==> config.mk <==
export PLATFORM = sky130hd
export DESIGN_NAME = lsm_sequencer
export DESIGN_NICKNAME = d
export VERILOG_FILES = /design/src/rtl/lsm_pkg.sv /design/src/rtl/lsm_popcount.sv /design/src/rtl/lsm_lowest.sv /design/src/rtl/lsm_sequencer.sv
export SDC_FILE = /design/constraint.sdc
export NUM_CORES = 1
export LEC_CHECK = 0
export ABC_AREA = 1
export BUFFER_PORTS_ARGS = -buffer_cell sky130_fd_sc_hd__clkbuf_2
export CAP_MARGIN = 30
export CORE_UTILIZATION = 25
export CTS_CLUSTER_DIAMETER = 120
export CTS_CLUSTER_SIZE = 12
export DETAILED_ROUTE_END_ITERATION = 8
export HOLD_SLACK_MARGIN = 0.12
export PLACE_DENSITY = 0.45
export SKIP_LAST_GASP = 1
export SYNTH_ARGS = -nofsm -noshare
export SYNTH_HDL_FRONTEND = slang
export SYNTH_SLANG_ARGS = --single-unit
==> constraint.sdc <==
create_clock -name clk -period 6.7 [get_ports clk]
set_clock_uncertainty 0.05 [all_clocks]
set_input_delay 1.005 -clock clk [delete_from_list [all_inputs] [get_ports clk]]
set_output_delay 1.005 -clock clk [all_outputs]
set_load 0.005 [all_outputs]
==> src/rtl/lsm_pkg.sv <==
package lsm_pkg;
    parameter int NREGS = 16;
    parameter int OFF_W = 8;
    localparam int REG_W = $clog2(NREGS);
    localparam int IDX_W = REG_W + 1;
    localparam int POP_W = $clog2(NREGS + 1);
    localparam int WORD_BYTES = 4;

    typedef enum logic [2:0] {
        UOP_COPY     = 3'd0,
        UOP_LOAD     = 3'd1,
        UOP_LOAD_RET = 3'd2,
        UOP_STORE    = 3'd3,
        UOP_ADDI     = 3'd4,
        UOP_SUBI     = 3'd5
    } uop_kind_e;

    typedef enum logic [1:0] {
        ST_IDLE, ST_COPY, ST_XFER, ST_WB
    } seq_state_e;

    typedef struct packed {
        uop_kind_e        kind;
        logic [IDX_W-1:0] reg_idx;
        logic [IDX_W-1:0] base_idx;
        logic [OFF_W-1:0] off;
        logic             up;
        logic             usr;
        logic             last;
    } uop_t;

    localparam logic [IDX_W-1:0] TEMP_IDX = IDX_W'(NREGS);

    function automatic logic [OFF_W-1:0] span_bytes(input logic [POP_W-1:0] pop);
        return OFF_W'(pop) * OFF_W'(WORD_BYTES);
    endfunction

    function automatic logic [OFF_W-1:0] first_offset(input logic [POP_W-1:0] pop,
                                                      input logic up, input logic pre);
        logic [OFF_W-1:0] o;
        o = up ? '0 : span_bytes(pop) - OFF_W'(WORD_BYTES);
        if (!pre) o = o + OFF_W'(WORD_BYTES);
        return o;
    endfunction
endpackage

==> src/rtl/lsm_popcount.sv <==
module lsm_popcount #(
    parameter int W = 16,
    localparam int CW = $clog2(W + 1)
) (
    input  logic [W-1:0]  vec,
    output logic [CW-1:0] count
);
    always_comb begin
        count = '0;
        for (int i = 0; i < W; i++) begin
            count = count + CW'(vec[i]);
        end
    end
endmodule

==> src/rtl/lsm_lowest.sv <==
module lsm_lowest #(
    parameter int W = 16,
    localparam int IW = $clog2(W)
) (
    input  logic [W-1:0]  vec,
    output logic [IW-1:0] idx,
    output logic          only_one
);
    always_comb begin
        idx = '0;
        for (int i = W - 1; i >= 0; i--) begin
            if (vec[i]) idx = IW'(i);
        end
    end

    assign only_one = ((vec & (vec - W'(1))) == '0);
endmodule

==> src/rtl/lsm_sequencer.sv <==
module lsm_sequencer
    import lsm_pkg::*;
(
    input  logic                 clk,
    input  logic                 rst,
    input  logic                 in_valid,
    output logic                 in_ready,
    input  logic [REG_W-1:0]     in_base,
    input  logic [NREGS-1:0]     in_list,
    input  logic                 in_pre,
    input  logic                 in_up,
    input  logic                 in_user,
    input  logic                 in_wb,
    input  logic                 in_load,
    output logic                 out_valid,
    input  logic                 out_ready,
    output logic [2:0]           out_kind,
    output logic [IDX_W-1:0]     out_reg,
    output logic [IDX_W-1:0]     out_base,
    output logic [OFF_W-1:0]     out_off,
    output logic                 out_up,
    output logic                 out_usr,
    output logic                 out_last
);
    seq_state_e        state;
    logic [NREGS-1:0]  rem;
    logic [OFF_W-1:0]  cur_off;
    logic [POP_W-1:0]  pop_q;
    logic [REG_W-1:0]  rn_q;
    logic              up_q, wb_q, load_q, force_usr_q, ret_q;

    logic [POP_W-1:0]  in_pop;
    logic [REG_W-1:0]  pick_idx;
    logic              pick_only;
    logic              accept, fire;
    uop_t              uop;

    lsm_popcount #(.W(NREGS)) u_pop (.vec(in_list), .count(in_pop));
    lsm_lowest   #(.W(NREGS)) u_pick (.vec(rem), .idx(pick_idx), .only_one(pick_only));

    assign in_ready  = (state == ST_IDLE);
    assign out_valid = (state != ST_IDLE);
    assign accept    = in_valid && in_ready;
    assign fire      = out_valid && out_ready;

    always_comb begin
        uop          = '0;
        uop.up       = up_q;
        case (state)
            ST_COPY: begin
                uop.kind     = UOP_COPY;
                uop.reg_idx  = TEMP_IDX;
                uop.base_idx = IDX_W'(rn_q);
                uop.last     = (rem == '0) && !wb_q;
            end
            ST_XFER: begin
                if (!load_q)
                    uop.kind = UOP_STORE;
                else if (ret_q && pick_idx == REG_W'(NREGS - 1))
                    uop.kind = UOP_LOAD_RET;
                else
                    uop.kind = UOP_LOAD;
                uop.reg_idx  = IDX_W'(pick_idx);
                uop.base_idx = TEMP_IDX;
                uop.off      = cur_off;
                uop.usr      = force_usr_q;
                uop.last     = pick_only && !wb_q;
            end
            ST_WB: begin
                uop.kind     = up_q ? UOP_ADDI : UOP_SUBI;
                uop.reg_idx  = IDX_W'(rn_q);
                uop.base_idx = IDX_W'(rn_q);
                uop.off      = span_bytes(pop_q);
                uop.last     = 1'b1;
            end
            default: uop.kind = UOP_COPY;
        endcase
    end

    assign out_kind = uop.kind;
    assign out_reg  = uop.reg_idx;
    assign out_base = uop.base_idx;
    assign out_off  = uop.off;
    assign out_up   = uop.up;
    assign out_usr  = uop.usr;
    assign out_last = uop.last;

    always_ff @(posedge clk) begin
        if (rst) begin
            state       <= ST_IDLE;
            rem         <= '0;
            cur_off     <= '0;
            pop_q       <= '0;
            rn_q        <= '0;
            up_q        <= 1'b0;
            wb_q        <= 1'b0;
            load_q      <= 1'b0;
            force_usr_q <= 1'b0;
            ret_q       <= 1'b0;
        end else if (accept) begin
            state       <= ST_COPY;
            rem         <= in_list;
            cur_off     <= first_offset(in_pop, in_up, in_pre);
            pop_q       <= in_pop;
            rn_q        <= in_base;
            up_q        <= in_up;
            wb_q        <= in_wb;
            load_q      <= in_load;
            force_usr_q <= in_user && !in_list[NREGS-1];
            ret_q       <= in_user && in_list[NREGS-1];
        end else if (fire) begin
            case (state)
                ST_COPY: begin
                    if (rem != '0)  state <= ST_XFER;
                    else if (wb_q)  state <= ST_WB;
                    else            state <= ST_IDLE;
                end
                ST_XFER: begin
                    rem     <= rem & (rem - NREGS'(1));
                    cur_off <= up_q ? cur_off + OFF_W'(WORD_BYTES)
                                    : cur_off - OFF_W'(WORD_BYTES);
                    if (pick_only) state <= wb_q ? ST_WB : ST_IDLE;
                end
                default: state <= ST_IDLE;
            endcase
        end
    end

    logic is_xfer;
    assign is_xfer = out_valid && (out_kind == UOP_LOAD || out_kind == UOP_LOAD_RET
                                   || out_kind == UOP_STORE);

    p_hold_r10: assert property (@(posedge clk) disable iff (rst)
        out_valid && !out_ready |=> out_valid && $stable(out_kind) && $stable(out_reg)
            && $stable(out_base) && $stable(out_off) && $stable(out_last) && $stable(out_usr));

    p_copy_first_r2: assert property (@(posedge clk) disable iff (rst)
        accept |=> out_valid && out_kind == UOP_COPY && out_reg == TEMP_IDX && out_off == '0);

    p_last_idle_r9: assert property (@(posedge clk) disable iff (rst)
        fire && out_last |=> in_ready);

    p_ret_reg_r7: assert property (@(posedge clk) disable iff (rst)
        out_valid && out_kind == UOP_LOAD_RET |-> out_reg == IDX_W'(NREGS - 1) && !out_usr);

    p_step_r5: assert property (@(posedge clk) disable iff (rst)
        fire && is_xfer |=> !is_xfer || out_off == (out_up ? $past(out_off) + OFF_W'(WORD_BYTES)
                                                          : $past(out_off) - OFF_W'(WORD_BYTES)));
endmodule

==> impl_metrics.py <==
metrics = {
    "synth": {
        "synthDistinctLibCells": 41,
        "synth-main-ff-cell": "dfxtp_1",
        "synthesis.area_mm2": 0.00294,
        "synth-edff-count": 0,
        "yosysSeqAreaShare_pct": 25.8,
        "synthCells": 445,
        "ys_seq_elements": 38,
        "yosysWarnings": 0,
        "yosys-top-cells-area": "dfxtp_1 26%, nand2_1 14%, inv_1 9.3%, fa_1 7.5%, ha_1 6.4%",
        "async_flop_share_pct": 0,
        "yosysTopAreaCellShare_pct": 25.8,
        "synth_area_per_cell_um2": 6.62,
        "synth_top_area_cell": "dfxtp_1",
    },
    "setup_path": {
        "rrSetupSlack_ns": 3.38,
        "crit_end": "cur_off[7]$_SDFFE_PP0P_",
        "reg2reg_to": "cur_off[7]$_SDFFE_PP0P_",
        "cp_data_required_time_ns": 6.83,
        "crit_start": "in_list[0]",
        "crit-reg2reg-launch": "state[0]$_SDFFE_PP0P_",
        "r2r_cells": 10,
        "cp.arrival_ns": 5.50,
        "start_kind": "primary input",
        "path_max_fanout": 3,
        "crit_type": "primary input to flip-flop",
        "endpoint_kind": "flip-flop",
    },
    "final_layout": {
        "final_common_cell": "nand2_1",
        "fin_area_mm2": 0.00349,
        "final_nets": 549,
        "syn_to_final_growth_pct": 18.5,
        "fin_util_pct": 30.4,
        "final_cell_mix": "107 x nand2_1, 73 x inv_1, 52 x clkbuf_2",
        "drive_gt1_share_pct": 17.6,
        "num_antenna_cells": 0,
    },
    "global_route": {
        "grt_overflow": 0,
        "grt_pass1_wl_um": 13800,
        "grt_max_degree": 33,
        "grt_pass1_vias": 2843,
        "antenna_found_initial": 0,
        "grt_use_total_pct": 14.0,
    },
    "place": {
        "dpl.hpwl_um": 6620,
        "portBuffers": 52,
        "gp_congestion": 0.780,
        "postPlaceCellArea_mm2": 0.00334,
    },
    "sta": {
        "rsz0062_at_grt": "false",
        "max_freq_mhz": 186,
        "timing.final.crit_share_pct": 80.1,
        "finalSetupViolations": 0,
        "drv_slew": 0,
        "max-slew-margin-rel_pct": 45.7,
        "tns_ns": 0,
        "hold_violations": 0,
        "finalCriticalPeriod_ns": 5.37,
        "worst_slew_pin_slew_ns": 0.814,
        "whs_ns": 0.412,
    },
    "clock_tree": {
        "cts_sinks": 38,
        "cts-root-buf": "clkbuf_16",
        "clk_path_buf_depth": 2,
        "htree_levels": 2,
        "hold_buffers": 0,
        "cts_tree": "yes",
        "clkTransAtPathRegs_ns": 0.06,
        "numCtsBuffers": 5,
        "insertion_delay_ns": 0.29,
        "cts.repair.resized": 0,
        "post_cts_buffers": 0,
    },
    "routing": {
        "vias": 2906,
        "postRouteWirelength_um": 8320,
        "ant_nets": 0,
        "dr.pass1.iters": 4,
        "avgViaCountPerCell": 4.55,
        "drt_iter0_drc": 193,
        "drc": 0,
        "wl_per_cell_um": 13.0,
    },
    "pwr": {
        "leakagePower_nw": 1.71,
        "ir_drop_uv": 104,
        "power.density_mw_per_mm2": 289,
    },
    "floorplanning": {
        "core_mm2": 0.0115,
        "die-area_mm2": 0.0122,
        "io_pins": 55,
        "dieWidth_um": 111,
        "rows": 39,
        "start_util_pct": 25.7,
        "fp.dieH_um": 111,
    },
    "status": {
        "status": "finished, final reports clean",
    },
    "run": {
        "drv_cap": 0,
    },
    "worst_hold_path": {
        "hp-class": "flip-flop to flip-flop",
    },
}
## sequential cells by signal (all words and copies together), names as in the netlist
| name | flops |
|---|---|
| cur_off | 6 |
| force_usr_q | 1 |
| load_q | 1 |
| out_up | 1 |
| pop_q | 5 |
| rem | 16 |
| ret_q | 1 |
| rn_q | 4 |
| state | 2 |
| wb_q | 1 |
## synthesized netlist by cell type (all sizes together) (2+ instances only)
master	instances
ha	15
o22ai	7
inv	82
o21ai	35
xnor2	3
nand4	5
nor2	45
nand2	112
o21bai	2
clkbuf	10
fa	11
a31oi	15
nand3	22
xor2	3
dfxtp	38
or2	4
buf	2
a21oi	23
## report_power, final
part	leakage, nW	total (mW)	switching [mW]	internal [mW]
Sequential	0.313	0.279	0.0225	0.256
Combinational	1.32	0.486	0.296	0.190
Clock	0.0739	0.242	0.0945	0.148
## layout make-up
cell class	count	area, um^2
Multi-Input combinational cell	313	1820
Tap cell	143	179
Inverter	83	312
Fill cell	1277	7980
Timing Repair Buffer	53	268
Clock buffer	7	143
Clock inverter	1	5.00
Sequential cell	38	761
## worst max-delay path: stages
cell and delay (ns):
clkbuf_2 0.10, ha_1 0.29, inv_1 0.07, fa_1 0.43, fa_1 0.49, fa_1 0.53
fa_1 0.43, fa_1 0.41, fa_1 0.50, ha_1 0.33, nor2_1 0.11, inv_1 0.05
nor2_1 0.09, inv_1 0.07, or2_4 0.26, nor2_2 0.10, o21ai_1 0.06, o21bai_1 0.14
inv_1 0.04
## metal layers
layer | wire length (um) | track usage, % | vias up
met3 | 289 | 2.25 | 8
met5 | 0 | 0 | -
met2 | 4040 | 24.7 | 50
met1 | 3890 | 17.5 | 1338
li1 | - | - | 1510
met4 | 104 | 3.91 | 0
## cell families after synthesis
| group | share of synthesized area, % |
|---|---|
| AOI/OAI and AO/OA | 16.8 |
| xor gates and xnor gates | 2.30 |
| adders and majority gates | 13.9 |
| buffers and inverters | 12.4 |
| DFF | 25.8 |
| other | 0.127 |
| and+or+nand+nor | 28.7 |
## metrics by stage
| step | setup slack (ns) | std cells | power, mW |
|---|---|---|---|
| 6_report | 1.33 | 638 | 1.01 |
| 5_1_grt | 1.03 | 638 | 1.11 |
| 4_1_cts | 1.33 | 638 | 1.02 |
| 3_5_place_dp | 1.04 | 630 | 0.774 |
| 3_3_place_gp | 1.06 | 630 | 0.766 |
| 2_1_floorplan | 1.33 | 446 | 0.665 |
## how the worst min path moves through the flow
stage	cells past startpoint	from	endpoint	slack, ns
floorplan	2	force_usr_q$_SDFFE_PP0P_	force_usr_q$_SDFFE_PP0P_	0.38
global placement	2	ret_q$_SDFFE_PP0P_	ret_q$_SDFFE_PP0P_	0.39
detailed placement	2	ret_q$_SDFFE_PP0P_	ret_q$_SDFFE_PP0P_	0.40
CTS	2	ret_q$_SDFFE_PP0P_	ret_q$_SDFFE_PP0P_	0.41
global route	2	ret_q$_SDFFE_PP0P_	ret_q$_SDFFE_PP0P_	0.44
finish	2	ret_q$_SDFFE_PP0P_	ret_q$_SDFFE_PP0P_	0.41
Power figures use the tool's default switching activity.
